File: config.mk
export PLATFORM = sky130hd
export DESIGN_NAME = cs_strobe_window
export DESIGN_NICKNAME = d
export VERILOG_FILES = /design/src/rtl/cs_strobe_pkg.sv /design/src/rtl/cs_slot_decoder.sv /design/src/rtl/cs_pulse_reg.sv /design/src/rtl/cs_state_bit.sv /design/src/rtl/cs_strobe_window.sv
export SDC_FILE = /design/constraint.sdc
export NUM_CORES = 1
export LEC_CHECK = 0
export ABC_AREA = 1
export BUFFER_PORTS_ARGS = -buffer_cell sky130_fd_sc_hd__buf_2
export CORE_AREA = 2 2 44 46
export CTS_CLUSTER_DIAMETER = 80
export DETAILED_ROUTE_END_ITERATION = 8
export DIE_AREA = 0 0 46 48
export GPL_TIMING_DRIVEN = 0
export PLACE_DENSITY = 0.7
export SYNTH_ARGS = -nofsm -noshare
export SYNTH_HDL_FRONTEND = slang
export SYNTH_SLANG_ARGS = --single-unit
File: constraint.sdc
create_clock -name clk -period 0.8 [get_ports clk]
set_input_delay 0.16 -clock clk [delete_from_list [all_inputs] [get_ports clk]]
set_output_delay 0.16 -clock clk [all_outputs]
set_load 0.1 [all_outputs]
File: src/rtl/cs_strobe_pkg.sv
package cs_strobe_pkg;

  // Slot numbers: slot index = offset / 0x20. The order is fixed by the address map.
  typedef enum int {
    ACT_NONE        = 0,
    ACT_XBUS_ERR    = 1,
    ACT_DPAR_REARM  = 2,
    ACT_JSWI_CLR    = 3,
    ACT_JSWI_SET    = 4,
    ACT_DSWI_CLR    = 5,
    ACT_DSWI_SET    = 6,
    ACT_JCLK_CLR    = 7,
    ACT_DCLK_CLR    = 8,
    ACT_JBERR_CLR   = 9,
    ACT_DBERR_CLR   = 10,
    ACT_MPAR_CLR    = 11,
    ACT_SWITCH_CLR  = 12,
    ACT_DBERR_REARM = 13
  } act_e;

  localparam int NUM_ACT   = 14;
  localparam int NUM_PULSE = 7;

  // Next value of a sticky request: set dominates clear (they never coincide).
  function automatic logic sticky_next(input logic cur, input logic set, input logic clr);
    if (set) return 1'b1;
    if (clr) return 1'b0;
    return cur;
  endfunction

  // Next value of an active-low flag: a fault dominates a re-arm.
  function automatic logic low_flag_next(input logic cur_n, input logic fault, input logic rearm);
    if (fault) return 1'b0;
    if (rearm) return 1'b1;
    return cur_n;
  endfunction

endpackage

File: src/rtl/cs_slot_decoder.sv
module cs_slot_decoder
  import cs_strobe_pkg::*;
#(
  parameter int ADDR_W      = 9,
  parameter int STRIDE_LOG2 = 5
) (
  input  logic              access,
  input  logic [ADDR_W-1:0] addr,
  output logic [NUM_ACT-1:1] hit
);
  localparam int SLOT_W = ADDR_W - STRIDE_LOG2;

  logic              aligned;
  logic [SLOT_W-1:0] slot;

  assign aligned = (addr[STRIDE_LOG2-1:0] == '0);
  assign slot    = addr[ADDR_W-1:STRIDE_LOG2];

  for (genvar i = 1; i < NUM_ACT; i++) begin : g_slot
    assign hit[i] = access && aligned && (slot == SLOT_W'(i));
  end
endmodule

File: src/rtl/cs_pulse_reg.sv
module cs_pulse_reg #(
  parameter int W = 7
) (
  input  logic         clk,
  input  logic         rst_n,
  input  logic [W-1:0] d,
  output logic [W-1:0] q
);
  always_ff @(posedge clk) begin
    if (!rst_n) q <= '0;
    else        q <= d;
  end
endmodule

File: src/rtl/cs_state_bit.sv
module cs_state_bit
  import cs_strobe_pkg::*;
#(
  parameter bit ACTIVE_LOW = 1'b0
) (
  input  logic clk,
  input  logic rst_n,
  input  logic raise_i,
  input  logic drop_i,
  output logic val_o
);
  // ACTIVE_LOW=0: sticky request (raise=set, drop=clear, resets to 0).
  // ACTIVE_LOW=1: error flag (raise=fault drives 0, drop=re-arm drives 1, resets to 1).
  if (ACTIVE_LOW) begin : g_flag
    always_ff @(posedge clk) begin
      if (!rst_n) val_o <= 1'b1;
      else        val_o <= low_flag_next(val_o, raise_i, drop_i);
    end
  end else begin : g_req
    always_ff @(posedge clk) begin
      if (!rst_n) val_o <= 1'b0;
      else        val_o <= sticky_next(val_o, raise_i, drop_i);
    end
  end
endmodule

File: src/rtl/cs_strobe_window.sv
module cs_strobe_window
  import cs_strobe_pkg::*;
#(
  parameter int ADDR_W      = 9,
  parameter int STRIDE_LOG2 = 5,
  parameter int DATA_W      = 16
) (
  input  logic              clk,
  input  logic              rst_n,
  input  logic              wr_stb,
  input  logic              rd_stb,
  input  logic [ADDR_W-1:0] addr,
  output logic [DATA_W-1:0] rd_data,
  input  logic              disk_par_fault,
  input  logic              disk_bus_fault,
  output logic              xbus_err_clr,
  output logic              job_clk_clr,
  output logic              dma_clk_clr,
  output logic              job_berr_clr,
  output logic              dma_berr_clr,
  output logic              mem_par_clr,
  output logic              switch_int_clr,
  output logic              job_swi_req,
  output logic              dma_swi_req,
  output logic              disk_par_flag_n,
  output logic              disk_berr_flag_n
);
  // Named internal events (also observed by the checker)
  logic                 access;
  logic [NUM_ACT-1:1]   hit;
  logic [NUM_PULSE-1:0] pulse_d;
  logic [NUM_PULSE-1:0] pulse_q;

  assign access  = wr_stb | rd_stb;   // a read acts exactly like a write
  assign rd_data = '0;

  cs_slot_decoder #(
    .ADDR_W      (ADDR_W),
    .STRIDE_LOG2 (STRIDE_LOG2)
  ) dec_i (
    .access (access),
    .addr   (addr),
    .hit    (hit)
  );

  // Pulse vector order: xbus, jclk, dclk, jberr, dberr, mpar, switch
  assign pulse_d = {hit[ACT_XBUS_ERR], hit[ACT_JCLK_CLR], hit[ACT_DCLK_CLR],
                    hit[ACT_JBERR_CLR], hit[ACT_DBERR_CLR], hit[ACT_MPAR_CLR],
                    hit[ACT_SWITCH_CLR]};

  cs_pulse_reg #(.W(NUM_PULSE)) pulse_i (
    .clk   (clk),
    .rst_n (rst_n),
    .d     (pulse_d),
    .q     (pulse_q)
  );

  assign {xbus_err_clr, job_clk_clr, dma_clk_clr, job_berr_clr,
          dma_berr_clr, mem_par_clr, switch_int_clr} = pulse_q;

  cs_state_bit #(.ACTIVE_LOW(1'b0)) job_swi_i (
    .clk (clk), .rst_n (rst_n),
    .raise_i (hit[ACT_JSWI_SET]), .drop_i (hit[ACT_JSWI_CLR]),
    .val_o (job_swi_req)
  );

  cs_state_bit #(.ACTIVE_LOW(1'b0)) dma_swi_i (
    .clk (clk), .rst_n (rst_n),
    .raise_i (hit[ACT_DSWI_SET]), .drop_i (hit[ACT_DSWI_CLR]),
    .val_o (dma_swi_req)
  );

  cs_state_bit #(.ACTIVE_LOW(1'b1)) dpar_i (
    .clk (clk), .rst_n (rst_n),
    .raise_i (disk_par_fault), .drop_i (hit[ACT_DPAR_REARM]),
    .val_o (disk_par_flag_n)
  );

  cs_state_bit #(.ACTIVE_LOW(1'b1)) dberr_i (
    .clk (clk), .rst_n (rst_n),
    .raise_i (disk_bus_fault), .drop_i (hit[ACT_DBERR_REARM]),
    .val_o (disk_berr_flag_n)
  );
endmodule

**Yosys cells after proc, flatten, opt, wreduce, memory -nomap -nowiden**

Cells that the tools add are included.

- Logic and storage cells: 74
- Input bits: 15
- Output and inout bits: 27
- Flip-flop bits (word level): 11

- Reductions and logical operators: 19
- Bitwise gates (word level): 1
- Mux-type cells: 36
- Equal/unequal tests: 13

Operator list:

| operator | number |
|---|---|
| two-way mux 1 bit | 36 |
| == test 4 bit, second input constant | 6 |
| == test 4 x 3 -> 1 bit, second input constant | 4 |
| logical AND 1 bit | 14 |
| == test 4 x 2 -> 1 bit, second input constant | 2 |
| nonzero test 2 bit | 4 |
| zero test 5 bit | 1 |
| == test 4 x 1 -> 1 bit, second input constant | 1 |
| bitwise OR 1 bit | 1 |

**Longest topological paths before layout**

- Word-level depth: 9
- Depth in mapped cells: 7
- Mapped depth without buffers: 7

**Hierarchy**

Synthesis repeated with hierarchy kept, for this count alone.

- Cells, all modules: 105
- Area, all modules: 670.6 um2

Modules (own cells, without submodules):

| module | times used | cells an instance | area an instance (um2) |
|---|---|---|---|
| cs_pulse_reg | 1 | 21 | 192.7 |
| cs_slot_decoder | 1 | 44 | 190.2 |
| cs_strobe_window | 1 | 20 | 135.1 |
| cs_state_bit at dma_swi_i ... | 2 | 6 | 43.8 |
| cs_state_bit at dberr_i ... | 2 | 4 | 32.5 |

**Least setup slack after synthesis**

OpenSTA, ideal clock, no wires.

- Kind: register to register
- Start point: register, netlist name dberr_i.val_o
- End point: register dberr_i.val_o
- Period minus slack after synthesis: 1,239 ps
- Setup time: 58 ps
- Path buffers: 0
- Cell stages (with the launch flop): 5
- Data arrival time: 1,181 ps
- Setup slack: -439 ps
- Path through: dfxtp_1 > inv_1 > nand2_1 > nand2_1 > nand2_1

RTL lines:

| what | RTL line | source |
|---|---|---|
| end signal: assignment | cs_state_bit.sv:17 | `else val_o <= low_flag_next(val_o, raise_i, drop_i);` |
| end: declaration | cs_state_bit.sv:10 | `output logic val_o` |

**Worst setup path after layout**

- Start point: register dberr_i.val_o
- End point: output port disk_berr_flag_n

RTL lines:

| what | RTL line | source |
|---|---|---|
| end: declaration | cs_strobe_window.sv:26 | `output logic disk_berr_flag_n` |

No word-level cell between the ends.

==> impl_metrics.yaml <==
outcome:
  status: "complete, but fails checks"
  violations: "negative setup slack"
timing:
  setup_ws_ps: -164
  final_max_slew_viol_count: 0
  hold_violations: 0
  min_period_over_period: 1.20
  grt_setup_unrepaired: "true"
  fin_skew_ps: 0
  min_period_ps: 964
  setup_viol: 11
  timing.setup.tns_ps: -1680
  fmax_mhz: 1040
worst_setup_path:
  crit_path_cell_trace: "buf_12"
  rrSetupSlack_ps: 170
  path_delay_family: "flip-flops"
  cp_data_required_time_ps: 640
  critical_path_arrival_ps: 800
  path_max_fanout: 2
  slowest_stage: "dfxtp_2"
  endpoint: "disk_berr_flag_n"
  max_stage_delay_ps: 350
  r2r.worst_path.cells: 4
  cp.depth: 1
  r2r_start: "dpar_i.val_o"
  startpoint_type: "register"
  critPathBufInv: 1
  setup.worst_path.start: "dberr_i.val_o"
  critPathKind: "reg2out"
  r2r-end: "dpar_i.val_o"
  critPathCaptureType: "primary output"
die:
  dieArea_um2: 2210
  io_pins: 42
  die_w_um: 46
  initial_core_util: 0.393
  rows: 15
  die_h_um: 48
  design.core.area_um2: 1690
clocking:
  cts_sinks: 11
  tritoncts: "done"
  htreeDepth: 1
  cts_buffers: 3
  cts-root-buf: "clkbuf_4"
  clock_latency_ps: 270
  clkTransAtPathRegs_ps: 70
  clockBufferDepth: 2
global_route:
  grt_usage: 0.136
  grt_pass1_vias: 526
  grt_antenna_before_repair: 0
  overflow: 0
  grt_pass1_wl_um: 1980
  grt_max_degree: 8
finish:
  area_growth_pct: 62.6
  antenna_cells: 0
  layout.nets: 149
  fin_area_um2: 1080
  fin_util: 0.639
  drive_gt1_frac: 0.519
  fillers: 141
yosys:
  synth_edf_count: 0
  ys_warn_count: 0
  synth_top_area_frac: 0.332
  ys_ff_latch: 11
  synth.distinct_cells: 16
  synth.avg_cell_area_um2: 7.45
  netlist_area_um2: 663
  synth.area.top_cells: "dfxtp_1 33%, buf_4 18%, nand2_1 9.1%"
  yosys-top-cells-count: "16 x buf_4, 16 x nand2_1, 12 x inv_1"
  synth_ff_type: "dfxtp_1"
  synthMuxAreaShare: 0
  synth-adder-area-share: 0
  synth_top_area_cell: "dfxtp_1"
  synth_xor_area_frac: 0
  synthCells: 89
  synth_top_family_by_area: "simple AND/OR/NAND/NOR gates"
  synth_compound_area_frac: 0.0151
  synth_simple_gate_area_frac: 0.381
  async_flop_share: 0
  yosysSeqAreaShare: 0.332
routing:
  drc: 0
  drt-initial-drc-count: 13
  drt-total-wl_um: 1400
  drt_first_pass_iters: 4
  postRouteAntennaNets: 0
  via_per_inst: 4.14
  post_drt_wl_per_cell_um: 9.33
  vias: 621
placed_design:
  place_congestion: 0.799
  port_buffers: 25
  dpl.hpwl_um: 1060
  placed_area_um2: 887
  place_ws_ps: -144
worst_hold_path:
  min_path_cells: 2
  hold_class: "in2reg"
pwr:
  power_density_nw_per_um2: 1450
  total_power_w: 0.00156
  ir_drop_mv: 0.884
  leakagePower_nw: 0.549
run:
  cap_violations: 0
worst min-delay path by stage:
stage	from	endpoint	slack [ps]
after floorplan	rst_n	dpar_i.val_o	230
after global placement	rst_n	dpar_i.val_o	370
final	rst_n	dpar_i.val_o	90
after global routing	rst_n	dpar_i.val_o	90
after detailed placement	rst_n	dberr_i.val_o	380
after CTS	rst_n	dpar_i.val_o	90
metrics by stage:
step | cells | hold slack, ps
after floorplan | 104 | 228
after global placement | 146 | 372
after detailed placement | 146 | 376
after CTS | 150 | 89.4
after global routing | 150 | 92.0
final | 150 | 86.8
layout by cell type (no fill, tap or decap), types with 4 or more instances in the layout:
master / instances
buf_12: 11
buf_2: 14
buf_4: 16
conb_1: 16
dfxtp_2: 8
inv_1: 12
nand2_1: 16
nand3_1: 7
nor2_1: 9
nor3_2: 4
final cells by class:
class	count	area, µm²	area share
multi-input cells	62	323	0.299
repair buffers	25	290	0.269
flip-flops and latches	11	241	0.224
plain buffers	16	120	0.111
inverters	15	56.3	0.0522
clock buffers	4	26.3	0.0244
well taps	17	21.3	0.0197
worst reg2reg max path: stages (launching register included):
cell and delay [ps]:
dfxtp_4 350, inv_1 50, nand2_1 50, nand2_1 50, nand2_1 40
repair_timing:
action	CTS	global route
endpoints found under the setup margin	11	11
gates resized for setup	44	0
endpoints found under the hold margin	0	0
hold buffers	0	0
cloned	0	0
setup buffers	0	0
power by group:
part / switching, W / internal [W]
Clock: 0.000197 / 0.000193
Combinational: 0.000485 / 0.000133
Sequential: 0.00000759 / 0.000548
Total: 0.000690 / 0.000874
routing by layer:
layer | track usage | vias up | part of all wire
met5 | 0 | - | 0
met4 | 0.120 | 0 | 0.030
met3 | 0.0340 | 4 | 0.064
met2 | 0.253 | 27 | 0.54
met1 | 0.120 | 260 | 0.37
li1 | - | 330 | -
state kept, by name, indices dropped and copies added (netlist names):
| register | count |
|---|---|
| dberr_i.val_o | 1 |
| dpar_i.val_o | 1 |
| job_swi_i.val_o | 1 |
| dma_swi_i.val_o | 1 |
| pulse_i.q | 7 |
kinds of logic (layout without fill, tap and decap cells):
logic type             Yosys count  in the layout
flip-flops                      11             11
buffers and inverters           31             60
AO/OA/AOI/OAI                    2              2
AND/OR/NAND/NOR                 44             44
other                            1             16
Power figures use the tool's default switching activity.
